--- src/rtl/phy_acc_pkg.sv ---
package phy_acc_pkg;
  localparam int unsigned CAP_ADR_BIT = 16;
  localparam int unsigned CAP_DAT_BIT = 17;
  localparam int unsigned WR_STB_BIT  = 18;
  localparam int unsigned RD_STB_BIT  = 19;

  typedef enum logic [3:0] {
    S_IDLE, S_A_SET, S_A_CAP, S_A_REL,
    S_W_DAT, S_W_CAP, S_W_CREL, S_W_STB, S_W_SREL,
    S_R_STB, S_R_REL
  } seq_state_e;
endpackage

--- src/rtl/phy_ack_sync.sv ---
module phy_ack_sync #(
  parameter int unsigned STAGES = 2
) (
  input  logic clk_i,
  input  logic rst_ni,
  input  logic d_i,
  output logic q_o
);
  logic [STAGES-1:0] sr_q;

  always_ff @(posedge clk_i or negedge rst_ni) begin
    if (!rst_ni) sr_q <= '0;
    else         sr_q <= {sr_q[STAGES-2:0], d_i};
  end

  assign q_o = sr_q[STAGES-1];
endmodule

--- src/rtl/phy_ack_poller.sv ---
module phy_ack_poller #(
  parameter int unsigned MAX_CHECKS = 10,
  parameter int unsigned GAP        = 4
) (
  input  logic clk_i,
  input  logic rst_ni,
  input  logic en_i,
  input  logic want_i,
  input  logic ack_i,
  output logic hit_o,
  output logic tmo_o
);
  localparam int unsigned CW = $clog2(MAX_CHECKS + 1);
  localparam int unsigned GW = $clog2(GAP + 1);
  localparam logic [CW-1:0] LAST = CW'(MAX_CHECKS - 1);
  localparam logic [GW-1:0] RELOAD = GW'(GAP - 1);

  logic [CW-1:0] checks_q;
  logic [GW-1:0] gap_q;
  logic          sample;

  assign sample = en_i && (gap_q == '0);
  assign hit_o  = sample && (ack_i == want_i);
  assign tmo_o  = sample && (ack_i != want_i) && (checks_q == LAST);

  always_ff @(posedge clk_i or negedge rst_ni) begin
    if (!rst_ni) begin
      checks_q <= '0;
      gap_q    <= '0;
    end else if (!en_i || hit_o || tmo_o) begin
      checks_q <= '0;
      gap_q    <= '0;
    end else if (sample) begin
      checks_q <= checks_q + 1'b1;
      gap_q    <= RELOAD;
    end else begin
      gap_q    <= gap_q - 1'b1;
    end
  end
endmodule

--- src/rtl/phy_acc_master.sv ---
module phy_acc_master
  import phy_acc_pkg::*;
#(
  parameter int unsigned DATA_W      = 16,
  parameter int unsigned POLL_MAX    = 10,
  parameter int unsigned POLL_GAP    = 4,
  parameter int unsigned SYNC_STAGES = 2
) (
  input  logic                clk_i,
  input  logic                rst_ni,
  input  logic                start_i,
  input  logic                write_i,
  input  logic [DATA_W-1:0]   addr_i,
  input  logic [DATA_W-1:0]   wdata_i,
  output logic                busy_o,
  output logic                done_o,
  output logic                err_o,
  output logic [DATA_W-1:0]   rdata_o,
  output logic [DATA_W+3:0]   ctrl_o,
  input  logic [DATA_W:0]     stat_i
);
  localparam int unsigned CTRL_W = DATA_W + 4;

  seq_state_e        st_q, st_d;
  logic [DATA_W-1:0] addr_q, data_q, rdata_q;
  logic              we_q, done_q, err_q;
  logic              ack_s, poll_en, want, hit, tmo, finish;

  phy_ack_sync #(.STAGES(SYNC_STAGES)) u_sync (
    .clk_i (clk_i),
    .rst_ni(rst_ni),
    .d_i   (stat_i[DATA_W]),
    .q_o   (ack_s)
  );

  phy_ack_poller #(.MAX_CHECKS(POLL_MAX), .GAP(POLL_GAP)) u_poll (
    .clk_i (clk_i),
    .rst_ni(rst_ni),
    .en_i  (poll_en),
    .want_i(want),
    .ack_i (ack_s),
    .hit_o (hit),
    .tmo_o (tmo)
  );

  always_comb begin
    st_d    = st_q;
    poll_en = 1'b0;
    want    = 1'b0;
    unique case (st_q)
      S_IDLE:   if (start_i) st_d = S_A_SET;
      S_A_SET:  st_d = S_A_CAP;
      S_A_CAP:  begin poll_en = 1'b1; want = 1'b1; if (hit) st_d = S_A_REL; end
      S_A_REL:  begin poll_en = 1'b1; if (hit) st_d = we_q ? S_W_DAT : S_R_STB; end
      S_W_DAT:  st_d = S_W_CAP;
      S_W_CAP:  begin poll_en = 1'b1; want = 1'b1; if (hit) st_d = S_W_CREL; end
      S_W_CREL: begin poll_en = 1'b1; if (hit) st_d = S_W_STB; end
      S_W_STB:  begin poll_en = 1'b1; want = 1'b1; if (hit) st_d = S_W_SREL; end
      S_W_SREL: begin poll_en = 1'b1; if (hit) st_d = S_IDLE; end
      S_R_STB:  begin poll_en = 1'b1; want = 1'b1; if (hit) st_d = S_R_REL; end
      S_R_REL:  begin poll_en = 1'b1; if (hit) st_d = S_IDLE; end
      default:  st_d = S_IDLE;
    endcase
    if (tmo) st_d = S_IDLE;
  end

  assign finish = hit && ((st_q == S_W_SREL) || (st_q == S_R_REL));

  always_ff @(posedge clk_i or negedge rst_ni) begin
    if (!rst_ni) begin
      st_q    <= S_IDLE;
      addr_q  <= '0;
      data_q  <= '0;
      we_q    <= 1'b0;
      rdata_q <= '0;
      done_q  <= 1'b0;
      err_q   <= 1'b0;
    end else begin
      st_q   <= st_d;
      done_q <= finish;
      err_q  <= tmo;
      if (st_q == S_IDLE && start_i) begin
        addr_q <= addr_i;
        data_q <= wdata_i;
        we_q   <= write_i;
      end
      if (st_q == S_R_STB && hit) rdata_q <= stat_i[DATA_W-1:0];
    end
  end

  // control word is a pure decode of the phase register
  always_comb begin
    ctrl_o = '0;
    unique case (st_q)
      S_A_SET, S_A_REL:             ctrl_o[DATA_W-1:0] = addr_q;
      S_A_CAP:  begin ctrl_o[DATA_W-1:0] = addr_q; ctrl_o[CAP_ADR_BIT] = 1'b1; end
      S_W_DAT, S_W_CREL, S_W_SREL:  ctrl_o[DATA_W-1:0] = data_q;
      S_W_CAP:  begin ctrl_o[DATA_W-1:0] = data_q; ctrl_o[CAP_DAT_BIT] = 1'b1; end
      S_W_STB:  ctrl_o[WR_STB_BIT] = 1'b1;
      S_R_STB:  ctrl_o[RD_STB_BIT] = 1'b1;
      default:  ctrl_o = {CTRL_W{1'b0}};
    endcase
  end

  assign busy_o  = (st_q != S_IDLE);
  assign done_o  = done_q;
  assign err_o   = err_q;
  assign rdata_o = rdata_q;
endmodule

--- config.mk ---
export PLATFORM = sky130hd
export DESIGN_NAME = phy_acc_master
export DESIGN_NICKNAME = d
export VERILOG_FILES = /design/src/rtl/phy_acc_pkg.sv /design/src/rtl/phy_ack_sync.sv /design/src/rtl/phy_ack_poller.sv /design/src/rtl/phy_acc_master.sv
export SDC_FILE = /design/constraint.sdc
export NUM_CORES = 1
export LEC_CHECK = 0
export BUFFER_PORTS_ARGS = -buffer_cell sky130_fd_sc_hd__buf_2
export CAP_MARGIN = 20
export CORE_MARGIN = 4
export CORE_UTILIZATION = 50
export DETAILED_ROUTE_END_ITERATION = 12
export MAX_ROUTING_LAYER = met4
export PLACE_DENSITY = 0.87
export SYNTH_ARGS = -nofsm -noshare
export SYNTH_HDL_FRONTEND = slang
export SYNTH_SLANG_ARGS = --single-unit
--- constraint.sdc ---
create_clock -name clk_i -period 2.71 [get_ports clk_i]
set_clock_uncertainty 0.1 [all_clocks]
set_input_delay 0.1355 -clock clk_i [delete_from_list [all_inputs] [get_ports clk_i]]
set_output_delay 0.1355 -clock clk_i [all_outputs]
set_load 0.02 [all_outputs]
==> run_results.csv <==
group,metric,value,unit
worst_setup_path,path_delay_family,"buffers and inverters",
synthesis,avgSynthCellArea,13.25,um^2
worst_setup_path,crit_slowest_cell,"dfrtp_1",
clock_tree,clk_pin_slew,0.07,ns
final_layout,multi_input_area,0.001175,mm^2
synthesis,synth_warnings,0,
synthesis,synth.cell_area,0.002875,mm^2
worst_setup_path,reg2reg_depth,5,
run_status,outcome,"finished clean",
route,ant_nets,0,
worst_setup_path,start_kind,"flip-flop",
clock_tree,cts_max_level,3,
global_routing,overflow,0,
worst_setup_path,path_buf_inv,3,
global_routing,grt_usage,0.2215,
synthesis,ys_types,37,
worst_setup_path,worst_setup_path_end_kind,"output pin",
sta,max_clock_freq,452.6,MHz
worst_setup_path,crit_type,"flip-flop to output pin",
sta,max_slew_margin,0.6820,
synthesis,ys.flop_type,"dfrtp_1",
route,wl,7199,um
place,hpwl,4187,um
floorplanning,chipHeight,83.83,um
clock_tree,clockRootBuffer,"clkbuf_8",
pwr,ir_drop,832.9,uV
sta,finalSetupViolCount,0,
global_routing,first_global_vias,2541,
sta,drv_slew,0,
clock_tree,clock_latency,0.32,ns
pwr,power.static_leakage,2.032,nW
route,drtIter0Drc,103,
clock_tree,ctsResizeCount,0,
synthesis,syn_nets,274,
route,vias_per_cell,5.270,
route,drc,0,
final_layout,fill_cells,363,
clock_tree,cts_setup_buffers,0,
synthesis,synthCells,217,
sta,timing.final.crit_share,0.8153,
final_layout,layout-drive-gt1-share,0.4620,
final_layout,final_common_cell,"buf_2",
pwr,report.power.total,0.004663,W
final_layout,final_util,0.7432,
sta,final.min_clock_period,2.210,ns
global_routing,grt_pass1_wl,12120,um
place,dp_worst_setup_slack,0.5507,ns
synthesis,async_flop_share,1.000,
sta,rsz0062_at_grt,"false",
clock_tree,cts_made_buffers,9,
sta,setup_slack,0.5004,ns
floorplanning,coreArea,0.005540,mm^2
worst_setup_path,crit_fanout,16,
place,io_buffers,91,
floorplanning,die_x,83.83,um
sta,tightest_slew,0.4770,ns
floorplanning,die-area,0.007027,mm^2
final_layout,antenna_cells,0,
job,maxCapViolCount,0,
clock_tree,cts_hold_buf,51,
route,firstDrtPassIters,4,
sta,timing.setup.tns,0,ns
global_routing,antenna_found_initial,0,
floorplanning,start_util,0.5190,
route,wl_per_cell,16.36,um
clock_tree,clock-sinks,64,
worst_setup_path,required,2.47,ns
floorplanning,rows,27,
global_routing,grt_max_degree,65,
final_layout,seq_area,0.001602,mm^2
worst_setup_path,worstPathArrival,1.97,ns
clock_tree,cts_tree,"done",
synthesis,synth-edff-count,0,
synthesis,ys_seq_area_frac,0.5570,
worst_setup_path,max_stage_delay,0.54,ns
hold_path,hold_path_depth,3,
hold_path,hold_path_class,"input port to flip-flop",
route,vias,2319,
sta,finalHoldViolCount,0,
final_layout,nets,420,
final_layout,syn2layout_area_growth,43.21,%
worst_setup_path,crit_path_cell_trace,"inv_1 > nand2_1 > o31ai_2 > buf_4 > a22o_1 > buf_2",
synthesis,ys_seq_elements,64,
floorplanning,io_pins,92,
final_layout,final_cell_mix,"buf_2 (91), dfrtp_1 (64), dlygate4sd3_1 (51), mux2_2 (50), a22o_1 (17)",
clock_tree,cts_buffer_depth,2,
worst_setup_path,crit_cells,6,
pwr,powerDensity,1132,mW/mm^2
place,routabilityCongestion,0.7945,
[final cells by class]
cell class	instances	share of cell area
Multi-Input combinational cell	132	0.2853
Sequential cell	64	0.3889
Timing Repair Buffer	148	0.2486
Tap cell	72	0.02188
Clock inverter	5	0.01367
Clock buffer	11	0.03434
Inverter	8	0.007293
[metrics by stage]
stage               std cells  cell area [um^2]  hold slack, ns
finish                    440              4118          0.1777
global route              440              4118          0.2304
CTS                       440              4118          0.1710
detailed placement        373              3410         0.08077
global placement          373              3410         0.07557
floorplan                 217              2875         -0.2601
[layer usage]
metal  up-vias  track usage  share of wire
met5         -            -              0
met4         0      0.09211          0.027
met3        19      0.04640          0.054
met2        97       0.3630           0.52
met1      1125       0.2667           0.40
li1       1078            -              -
[power by group]
group	internal, W	switching [W]	total [W]	leakage, nW
Combinational	0.00101	0.00119	0.00220	1.13
Sequential	0.00135	0.000301	0.00165	0.804
Clock	0.000449	0.000361	0.000810	0.0993
Total	0.00281	0.00185	0.00466	2.03
[worst register-to-register path, delay by kind of cell (launching register included)]
kind,cells,cell delay [ns]
muxes,1,0.28
and+or+nand+nor,2,0.66
AOI/OAI and AO/OA,2,0.41
DFF,1,0.62
[kinds of logic (layout without fill, tap and decap cells)]
logic type,after synthesis,in the layout,synth area share
compound gates,34,34,0.09269
simple gates,38,38,0.07877
buf+inv,21,172,0.03786
xor+xnor,5,5,0.01523
fa+ha+maj,4,4,0.01741
mux,51,51,0.2010
flops,64,64,0.5570
[synth_stat cells, types with 2 or more instances]
master   number  area share
nor3_1        3      0.0052
nand3_1       5      0.0087
nand2_1       5      0.0065
mux2_2       50        0.20
nor4_1        2      0.0044
nor2_1       12       0.016
o21ai_0       3      0.0052
buf_2         9       0.016
dfrtp_1      64        0.56
buf_6         2      0.0078
a21oi_1       4      0.0070
a22o_1       17       0.052
inv_1         8       0.010
xnor2_1       4       0.012
ha_1          4       0.017
and3b_1       2      0.0061
o31ai_1       3      0.0078
[registers in the layout, indices dropped and copies added, names as in the netlist]
name             count
u_sync.sr_q          2
done_o               1
rdata_o             16
err_o                1
addr_q              16
u_poll.checks_q      4
u_poll.gap_q         3
st_q                 4
we_q                 1
data_q              16
[worst paths after layout]
check	slack (ns)	startpoint	to
worst max register to register	0.54	st_q[2]	st_q[0]
max in group asynchronous	1.98	rst_ni	st_q[1]
worst min-delay path	0.18	start_i	st_q[0]
worst max-delay path	0.50	st_q[2]	ctrl_o[0]
worst min register to register	0.26	u_sync.sr_q[0]	u_sync.sr_q[1]
min in group asynchronous	0.26	rst_ni	addr_q[4]
Note: power is estimated with default switching activity, not from simulation.
